<file path="src/rtl/padmux_pkg.sv">
package padmux_pkg;
  localparam int MAX_COLS = 4;
  localparam int SEL_W    = $clog2(MAX_COLS);

  typedef logic [SEL_W-1:0] col_sel_t;
endpackage

</file>
<file path="src/rtl/padmux_selreg.sv">
module padmux_selreg
  import padmux_pkg::*;
#(
  parameter int NPADS = 8
) (
  input  logic                   clk,
  input  logic                   rst_n,
  input  logic [NPADS-1:0]       wr_en,
  input  logic [NPADS*SEL_W-1:0] wr_data,
  output logic [NPADS*SEL_W-1:0] sel_q
);

  for (genvar p = 0; p < NPADS; p++) begin : g_pad
    col_sel_t sel_r;
    col_sel_t sel_nxt;

    always_comb begin
      sel_nxt = wr_data[p*SEL_W +: SEL_W];
    end

    always_ff @(posedge clk or negedge rst_n) begin
      if (!rst_n) begin
        sel_r <= '0;
      end else if (wr_en[p]) begin
        sel_r <= sel_nxt;
      end
    end

    assign sel_q[p*SEL_W +: SEL_W] = sel_r;


    sel_load_chk: assert property (@(posedge clk) disable iff (!rst_n)
      wr_en[p] |=> sel_q[p*SEL_W +: SEL_W] == $past(wr_data[p*SEL_W +: SEL_W]));


    sel_hold_chk: assert property (@(posedge clk) disable iff (!rst_n)
      !wr_en[p] |=> $stable(sel_q[p*SEL_W +: SEL_W]));
  end

endmodule

</file>
<file path="src/rtl/padmux_outsel.sv">
module padmux_outsel
  import padmux_pkg::*;
#(
  parameter int                  NPADS = 8,
  parameter int                  WAYS  = 3,
  parameter int                  FUNCS = 4,
  parameter logic [MAX_COLS-1:0] BIDIR = 4'b0101
) (
  input  logic [NPADS*SEL_W-1:0] sel,
  input  logic [WAYS*FUNCS-1:0]  fn_out,
  input  logic [WAYS*FUNCS-1:0]  fn_oe,
  output logic [NPADS-1:0]       pad_out,
  output logic [NPADS-1:0]       pad_oe
);

  for (genvar p = 0; p < NPADS; p++) begin : g_pad
    localparam int SLOT = p % FUNCS;
    col_sel_t s;
    logic     o_v;
    logic     e_v;

    assign s = sel[p*SEL_W +: SEL_W];

    always_comb begin
      o_v = 1'b0;
      e_v = 1'b0;
      for (int c = 0; c < WAYS; c++) begin
        if (s == SEL_W'(c)) begin
          o_v = fn_out[c*FUNCS + SLOT];
          e_v = BIDIR[c] ? fn_oe[c*FUNCS + SLOT] : 1'b1;
        end
      end
    end

    assign pad_out[p] = o_v;
    assign pad_oe[p]  = e_v;
  end

endmodule

</file>
<file path="src/rtl/padmux_inprio.sv">
module padmux_inprio
  import padmux_pkg::*;
#(
  parameter int NPADS = 8,
  parameter int WAYS  = 3,
  parameter int FUNCS = 4
) (
  input  logic [NPADS*SEL_W-1:0] sel,
  input  logic [NPADS-1:0]       pad_in,
  output logic [WAYS*FUNCS-1:0]  fn_in
);

  for (genvar c = 0; c < WAYS; c++) begin : g_col
    for (genvar f = 0; f < FUNCS; f++) begin : g_fn
      logic in_v;

      // Walk from the highest pad down so the lowest matching pad is last to write.
      always_comb begin
        in_v = 1'b0;
        for (int p = NPADS - 1; p >= 0; p--) begin
          if ((p % FUNCS) == f && sel[p*SEL_W +: SEL_W] == SEL_W'(c)) begin
            in_v = pad_in[p];
          end
        end
      end

      assign fn_in[c*FUNCS + f] = in_v;
    end
  end

endmodule

</file>
<file path="src/rtl/padmux_dedicated.sv">
module padmux_dedicated #(
  parameter int NPADS = 4
) (
  input  logic [NPADS-1:0] fn_out,
  input  logic [NPADS-1:0] fn_oe,
  output logic [NPADS-1:0] fn_in,
  output logic [NPADS-1:0] pad_out,
  output logic [NPADS-1:0] pad_oe,
  input  logic [NPADS-1:0] pad_in
);

  for (genvar p = 0; p < NPADS; p++) begin : g_pad
    assign pad_out[p] = fn_out[p];
    assign pad_oe[p]  = fn_oe[p];
    assign fn_in[p]   = pad_in[p];
  end

endmodule

</file>
<file path="src/rtl/pad_mux_banked.sv">
module pad_mux_banked
  import padmux_pkg::*;
#(
  parameter int                  MUX_PADS  = 8,
  parameter int                  MUX_WAYS  = 3,
  parameter int                  FUNCS     = 4,
  parameter int                  DED_PADS  = 4,
  parameter logic [MAX_COLS-1:0] COL_BIDIR = 4'b0101
) (
  input  logic                        clk,
  input  logic                        rst_n,
  input  logic [MUX_PADS-1:0]         sel_wr_en,
  input  logic [MUX_PADS*SEL_W-1:0]   sel_wr_data,
  input  logic [MUX_WAYS*FUNCS-1:0]   mfn_out,
  input  logic [MUX_WAYS*FUNCS-1:0]   mfn_oe,
  output logic [MUX_WAYS*FUNCS-1:0]   mfn_in,
  output logic [MUX_PADS-1:0]         mpad_out,
  output logic [MUX_PADS-1:0]         mpad_oe,
  input  logic [MUX_PADS-1:0]         mpad_in,
  input  logic [DED_PADS-1:0]         dfn_out,
  input  logic [DED_PADS-1:0]         dfn_oe,
  output logic [DED_PADS-1:0]         dfn_in,
  output logic [DED_PADS-1:0]         dpad_out,
  output logic [DED_PADS-1:0]         dpad_oe,
  input  logic [DED_PADS-1:0]         dpad_in
);

  localparam int SEL_BITS = MUX_PADS * SEL_W;

  logic [SEL_BITS-1:0] sel_q;

  padmux_selreg #(.NPADS(MUX_PADS)) u_selreg (
    .clk     (clk),
    .rst_n   (rst_n),
    .wr_en   (sel_wr_en),
    .wr_data (sel_wr_data),
    .sel_q   (sel_q)
  );

  padmux_outsel #(
    .NPADS (MUX_PADS),
    .WAYS  (MUX_WAYS),
    .FUNCS (FUNCS),
    .BIDIR (COL_BIDIR)
  ) u_outsel (
    .sel     (sel_q),
    .fn_out  (mfn_out),
    .fn_oe   (mfn_oe),
    .pad_out (mpad_out),
    .pad_oe  (mpad_oe)
  );

  padmux_inprio #(
    .NPADS (MUX_PADS),
    .WAYS  (MUX_WAYS),
    .FUNCS (FUNCS)
  ) u_inprio (
    .sel    (sel_q),
    .pad_in (mpad_in),
    .fn_in  (mfn_in)
  );

  padmux_dedicated #(.NPADS(DED_PADS)) u_dedicated (
    .fn_out  (dfn_out),
    .fn_oe   (dfn_oe),
    .fn_in   (dfn_in),
    .pad_out (dpad_out),
    .pad_oe  (dpad_oe),
    .pad_in  (dpad_in)
  );

  for (genvar p = 0; p < MUX_PADS; p++) begin : g_chk
    if (MUX_WAYS < MAX_COLS) begin : g_unassigned

      unassigned_tristate_chk: assert property (@(posedge clk) disable iff (!rst_n)
        (sel_q[p*SEL_W +: SEL_W] >= SEL_W'(MUX_WAYS)) |-> (!mpad_oe[p] && !mpad_out[p]));
    end
    for (genvar c = 0; c < MUX_WAYS; c++) begin : g_col
      if (!COL_BIDIR[c]) begin : g_outonly

        outonly_enable_chk: assert property (@(posedge clk) disable iff (!rst_n)
          (sel_q[p*SEL_W +: SEL_W] == SEL_W'(c)) |-> mpad_oe[p]);
      end
    end
  end

endmodule

</file>
<file path="config.mk">
export PLATFORM = sky130hd
export DESIGN_NAME = pad_mux_banked
export DESIGN_NICKNAME = d
export VERILOG_FILES = /design/src/rtl/padmux_pkg.sv /design/src/rtl/padmux_selreg.sv /design/src/rtl/padmux_outsel.sv /design/src/rtl/padmux_inprio.sv /design/src/rtl/padmux_dedicated.sv /design/src/rtl/pad_mux_banked.sv
export SDC_FILE = /design/constraint.sdc
export NUM_CORES = 1
export LEC_CHECK = 0
export BUFFER_PORTS_ARGS = -buffer_cell sky130_fd_sc_hd__buf_2
export CAP_MARGIN = 20
export CORE_ASPECT_RATIO = 0.9
export CORE_UTILIZATION = 37
export DETAILED_ROUTE_END_ITERATION = 12
export PLACE_DENSITY = 0.78
export SLEW_MARGIN = 20
export SYNTH_ARGS = -nofsm -noshare
export SYNTH_HDL_FRONTEND = slang
export SYNTH_SLANG_ARGS = --single-unit
</file>
<file path="constraint.sdc">
create_clock -name clk -period 1.2 [get_ports clk]
set_clock_uncertainty 0.15 [all_clocks]
set_input_delay 0 -clock clk [delete_from_list [all_inputs] [get_ports clk]]
set_output_delay 0 -clock clk [all_outputs]
set_load 0.05 [all_outputs]
</file>
# Word level (Yosys, flattened, before mapping)
# Index checks and enable logic that the tools add are counted.
# Widths: inputs -> output; s select.
[word_totals] reg_bits=16 in_bits=70 output_inout_bits=40 wordCells=104
[classes] n_eq_ne=16 n_mux=72 reduce_logical=8
[ops] cell="$mux 1" n=72
[ops] cell="$eq 2x1->1 const B" n=8
[ops] cell="$eq 2x2->1 const B" n=8
[ops] cell="$logic_not 2->1" n=8

# Depth between registers and ports, before layout
[logic_depth] depth_word=4 depth_mapped=4 depth_no_buf=2

# Cells and area by module
# From an unflattened synthesis, not the netlist that was laid out.
[hier_totals] cells_unflattened=155 hier_area_um2=1554.0
[modules_own_cells] module="padmux_selreg" instances=1 cells_each=32 area_each_um2=633.1 seq_area_each_um2=400.4
[modules_own_cells] module="padmux_outsel" instances=1 cells_each=60 area_each_um2=425.4 seq_area_each_um2=0.0
[modules_own_cells] module="padmux_inprio" instances=1 cells_each=51 area_each_um2=405.4 seq_area_each_um2=0.0
[modules_own_cells] module="padmux_dedicated" instances=1 cells_each=12 area_each_um2=90.1 seq_area_each_um2=0.0

# Least setup slack after synthesis
# OpenSTA, ideal clock, no wires.
[synth_path] path_kind="reg2out" from="register u_selreg.g_pad[1].sel_r[0]" to="output mfn_in[9]" arrival_ps=1097 t_required_ps=1050 setup_slack_ps=-47 path_stages_with_launch=4 n_path_buf=1 cell_sequence="dfrtp_1 nor2b_2 mux2_2 buf_4"
[synth_between] elab_chain_len=2
[synth_rtl] element="start: declaration" line="padmux_selreg.sv:14" rtl="col_sel_t sel_r;"
[synth_rtl] element="start signal: assignment" line="padmux_selreg.sv:25" rtl="sel_r <= sel_nxt;"
[synth_rtl] element="$eq 2x2->1"
[synth_rtl] element="$mux 1" line="padmux_inprio.sv:21" rtl="if ((p % FUNCS) == f && sel[p*SEL_W +: SEL_W] == SEL_W'(c)) begin"
[synth_rtl] element="end: declaration" line="pad_mux_banked.sv:16" rtl="output logic [MUX_WAYS*FUNCS-1:0] mfn_in,"
# No other way between the ends.

# Worst setup path after layout
# Same ends and word-level chain as after synthesis.

==> impl_metrics.py <==
metrics = {
    "run_status": {
        "status": "complete, but fails checks",
        "violations": "setup timing",
    },
    "floorplan": {
        "die_y_um": 61.9,
        "die_width_um": 68.6,
        "die-area_sq_mm": 0.00424,
        "pin_count": 110,
        "placeableCoreArea_sq_mm": 0.00376,
        "rows": 21,
        "start_util_pct": 39.3,
    },
    "clock_network": {
        "cts_num_sinks": 16,
        "clk_pin_slew_worst_paths_ns": 0.07,
        "clk_path_buf_depth": 2,
        "clk_latency_ns": 0.25,
        "numCtsBuffers": 3,
        "htreeDepth": 1,
        "cts-root-buf": "clkbuf_8",
        "cts_tree": "done",
    },
    "synth": {
        "yosysWarnings": 0,
        "synth_cell_type_count": 22,
        "yosysTopAreaCell": "dfrtp_1",
        "syn_area_sq_mm": 0.00148,
        "syn-num-nets": 221,
        "synth-seq-cells": 16,
        "ys_seq_area_share_pct": 27.1,
        "synth_area_per_cell_sq_um": 9.77,
        "post_synth_inst_count": 151,
        "synth.top_cell.area_share_pct": 27.1,
        "synthTopCellsByArea": "dfrtp_1, buf_4, mux2_2",
    },
    "power_and_ir_drop": {
        "intPower_w": 0.00160,
        "p_leak_nw": 1.22,
        "switchingPower_w": 0.00115,
        "seq_power_share_pct": 25.9,
        "ir_drop_mv": 1.05,
        "power_density_mw_per_mm2": 1050,
        "clkPwrFrac_pct": 17.6,
        "pwr-share-comb_pct": 56.5,
        "switching_share_pct": 41.8,
    },
    "timing": {
        "setup_viol": 28,
        "grt_setup_unrepaired": "true",
        "fin_crit_sh_pct": 124,
        "setup_ws_ns": -0.286,
        "max_slew.worst_pin.slew_ns": 0.532,
        "drv_slew": 0,
        "holdWs_ns": 0.0589,
        "timing.final.crit_period_ns": 1.49,
        "fmax_ghz": 0.673,
        "finalHoldViolCount": 0,
        "slew_headroom_pct": 64.4,
    },
    "placed_design": {
        "routabilityCongestion": 0.737,
        "preCtsSetupSlack_ns": -0.0840,
        "port_buffers": 81,
        "dp_hpwl_um": 2370,
        "postPlaceCellArea_sq_mm": 0.00175,
    },
    "flow_run": {
        "drv_cap": 0,
    },
    "setup_path": {
        "cp.depth": 3,
        "cp_slowest_stage_delay_ns": 0.45,
        "rr_worst_depth": 2,
        "worstPathRequired_ns": 1.05,
        "cp-endpoint": "mfn_in[9]",
        "worstPathArrival_ns": 1.34,
        "cp_slowest_cell": "dfrtp_2",
        "regToRegStartpoint": "u_selreg.g_pad[3].sel_r[0]",
        "cpLargestDelayFamily": "flip-flops",
        "r2r_slack_ns": 0.05,
        "cp_max_fo": 5,
        "worst-path-buf-inv": 1,
        "crit_path_start": "u_selreg.g_pad[1].sel_r[0]",
        "crit_path_start_kind": "register",
        "crit_chain": "nor2b_4 -> mux2_4 -> buf_6",
        "end_kind": "output port",
        "reg2reg_to": "u_selreg.g_pad[3].sel_r[0]",
        "critPathKind": "register to output port",
    },
    "detailed_routing": {
        "antenna_left": 0,
        "drt-met1-wl_um": 1600,
        "avgViaCountPerCell": 5.04,
        "routed.top_layer": "met4",
        "drc_errors": 0,
        "vias": 1501,
        "drt_wl_total_um": 4420,
        "drtIter0Drc": 20,
        "wl_per_cell_um": 14.8,
        "met3WireLength_um": 268,
        "drt_pre_antenna_iters": 4,
        "wl_met2_um": 2440,
    },
    "global_route": {
        "grt_max_degree": 17,
        "grt_pass1_vias": 1404,
        "grt_pass1_wl_um": 6000,
        "grt_overflow": 0,
        "grt_use_total_pct": 19.2,
        "antenna_found_initial": 0,
    },
    "layout": {
        "top_regs": "u_selreg.g_pad.sel_r (16)",
        "syn_to_final_growth_pct": 77.4,
        "diodes": 0,
        "final_nets": 323,
        "drive_gt1_share_pct": 69.0,
        "finalInstanceArea_sq_mm": 0.00262,
        "largest_reg_flops": 16,
        "regMostFlops": "u_selreg.g_pad.sel_r",
    },
    "hold_path": {
        "min-delay-path-class": "input port to asynchronous set/reset pin",
    },
}
## cells by family (layout without fill, tap and decap cells)
logic type,count (synthesis),after routing,synth area share [%]
AO/OA/AOI/OAI,19,19,10.2
flip-flops,16,16,27.1
AND/OR/NAND/NOR,40,40,16.5
buffers and inverters,43,144,21.4
multiplexers,33,33,24.8
## power by group through the flow
stage	logic, W	registers [W]	clock network (W)
detailed placement	0.00103	0.000691	0
floorplan	0.00101	0.000672	0
CTS	0.00143	0.000693	0.000498
finish	0.00156	0.000713	0.000485
global route	0.00163	0.000725	0.000531
global placement	0.00103	0.000688	0
## routing by layer
layer	global-route usage (%)	vias up
li1	-	702
met1	19.7	719
met2	37.7	70
met3	5.29	10
met4	6.25	0
met5	0	-
## what timing repair did
action	CTS	global route
setup endpoints to repair	28	28
cloned	0	0
endpoints found under the hold margin	44	0
setup buffers	5	1
pin swaps	9	6
gates resized for setup	77	37
hold buffers	37	0
## cell usage after synthesis
library cell and count:
buf_4 41, mux2_2 20, dfrtp_1 16, o2bb2ai_1 12, nor2_1 11, mux2i_1 8, and3b_1 5, mux2_1 4
nand2b_1 4, nand3b_1 4, nor2b_1 4, nor3b_1 4, nand2_1 3, o31ai_1 3, and2b_1 2, inv_1 2
nor2b_2 2, o22ai_1 2, a21oi_1 1, mux2_4 1, nor3_1 1, o21ai_0 1
## metrics by stage
stage | cells | power (W) | setup TNS, ns | utilization (%)
6_report | 298 | 0.00275 | -6.28 | 69.7
2_1_floorplan | 151 | 0.00169 | -0.0172 | -
4_1_cts | 297 | 0.00262 | -6.24 | 65.1
5_1_grt | 298 | 0.00289 | -7.81 | 69.7
3_3_place_gp | 251 | 0.00172 | -0.602 | 46.6
3_5_place_dp | 251 | 0.00173 | -0.716 | 46.6
## cell usage in the layout (no fill, tap or decap), types with 4 or more instances in the layout
| cell | n |
|---|---|
| nor2_2 | 5 |
| mux2_2 | 17 |
| dfrtp_2 | 12 |
| nand3b_1 | 4 |
| and3b_1 | 5 |
| mux2i_1 | 8 |
| dfrtp_1 | 4 |
| buf_4 | 17 |
| buf_2 | 53 |
| o2bb2ai_2 | 9 |
| nor2_1 | 4 |
| buf_6 | 30 |
| clkbuf_8 | 4 |
| dlygate4sd3_1 | 37 |
| mux2_4 | 8 |
## cell type report
class | instances | area [sq um]
Timing Repair Buffer | 138 | 1120
Tap cell | 46 | 57.6
Sequential cell | 16 | 415
Inverter | 2 | 7.51
Clock buffer | 4 | 55.1
Multi-Input combinational cell | 92 | 966
Fill cell | 285 | 1140
## how the worst min path moves through the flow
stage | cells after the start | slack [ns] | end | start
finish | 2 | 0.06 | u_selreg.g_pad[4].sel_r[1] | rst_n
global route | 2 | 0.09 | u_selreg.g_pad[4].sel_r[1] | rst_n
CTS | 2 | 0.05 | u_selreg.g_pad[4].sel_r[1] | rst_n
detailed placement | 1 | -0.21 | u_selreg.g_pad[7].sel_r[1] | rst_n
global placement | 1 | -0.22 | u_selreg.g_pad[7].sel_r[1] | rst_n
floorplan | 0 | -0.45 | u_selreg.g_pad[0].sel_r[0] | rst_n
No activity file was read; power rests on OpenSTA's default activity.
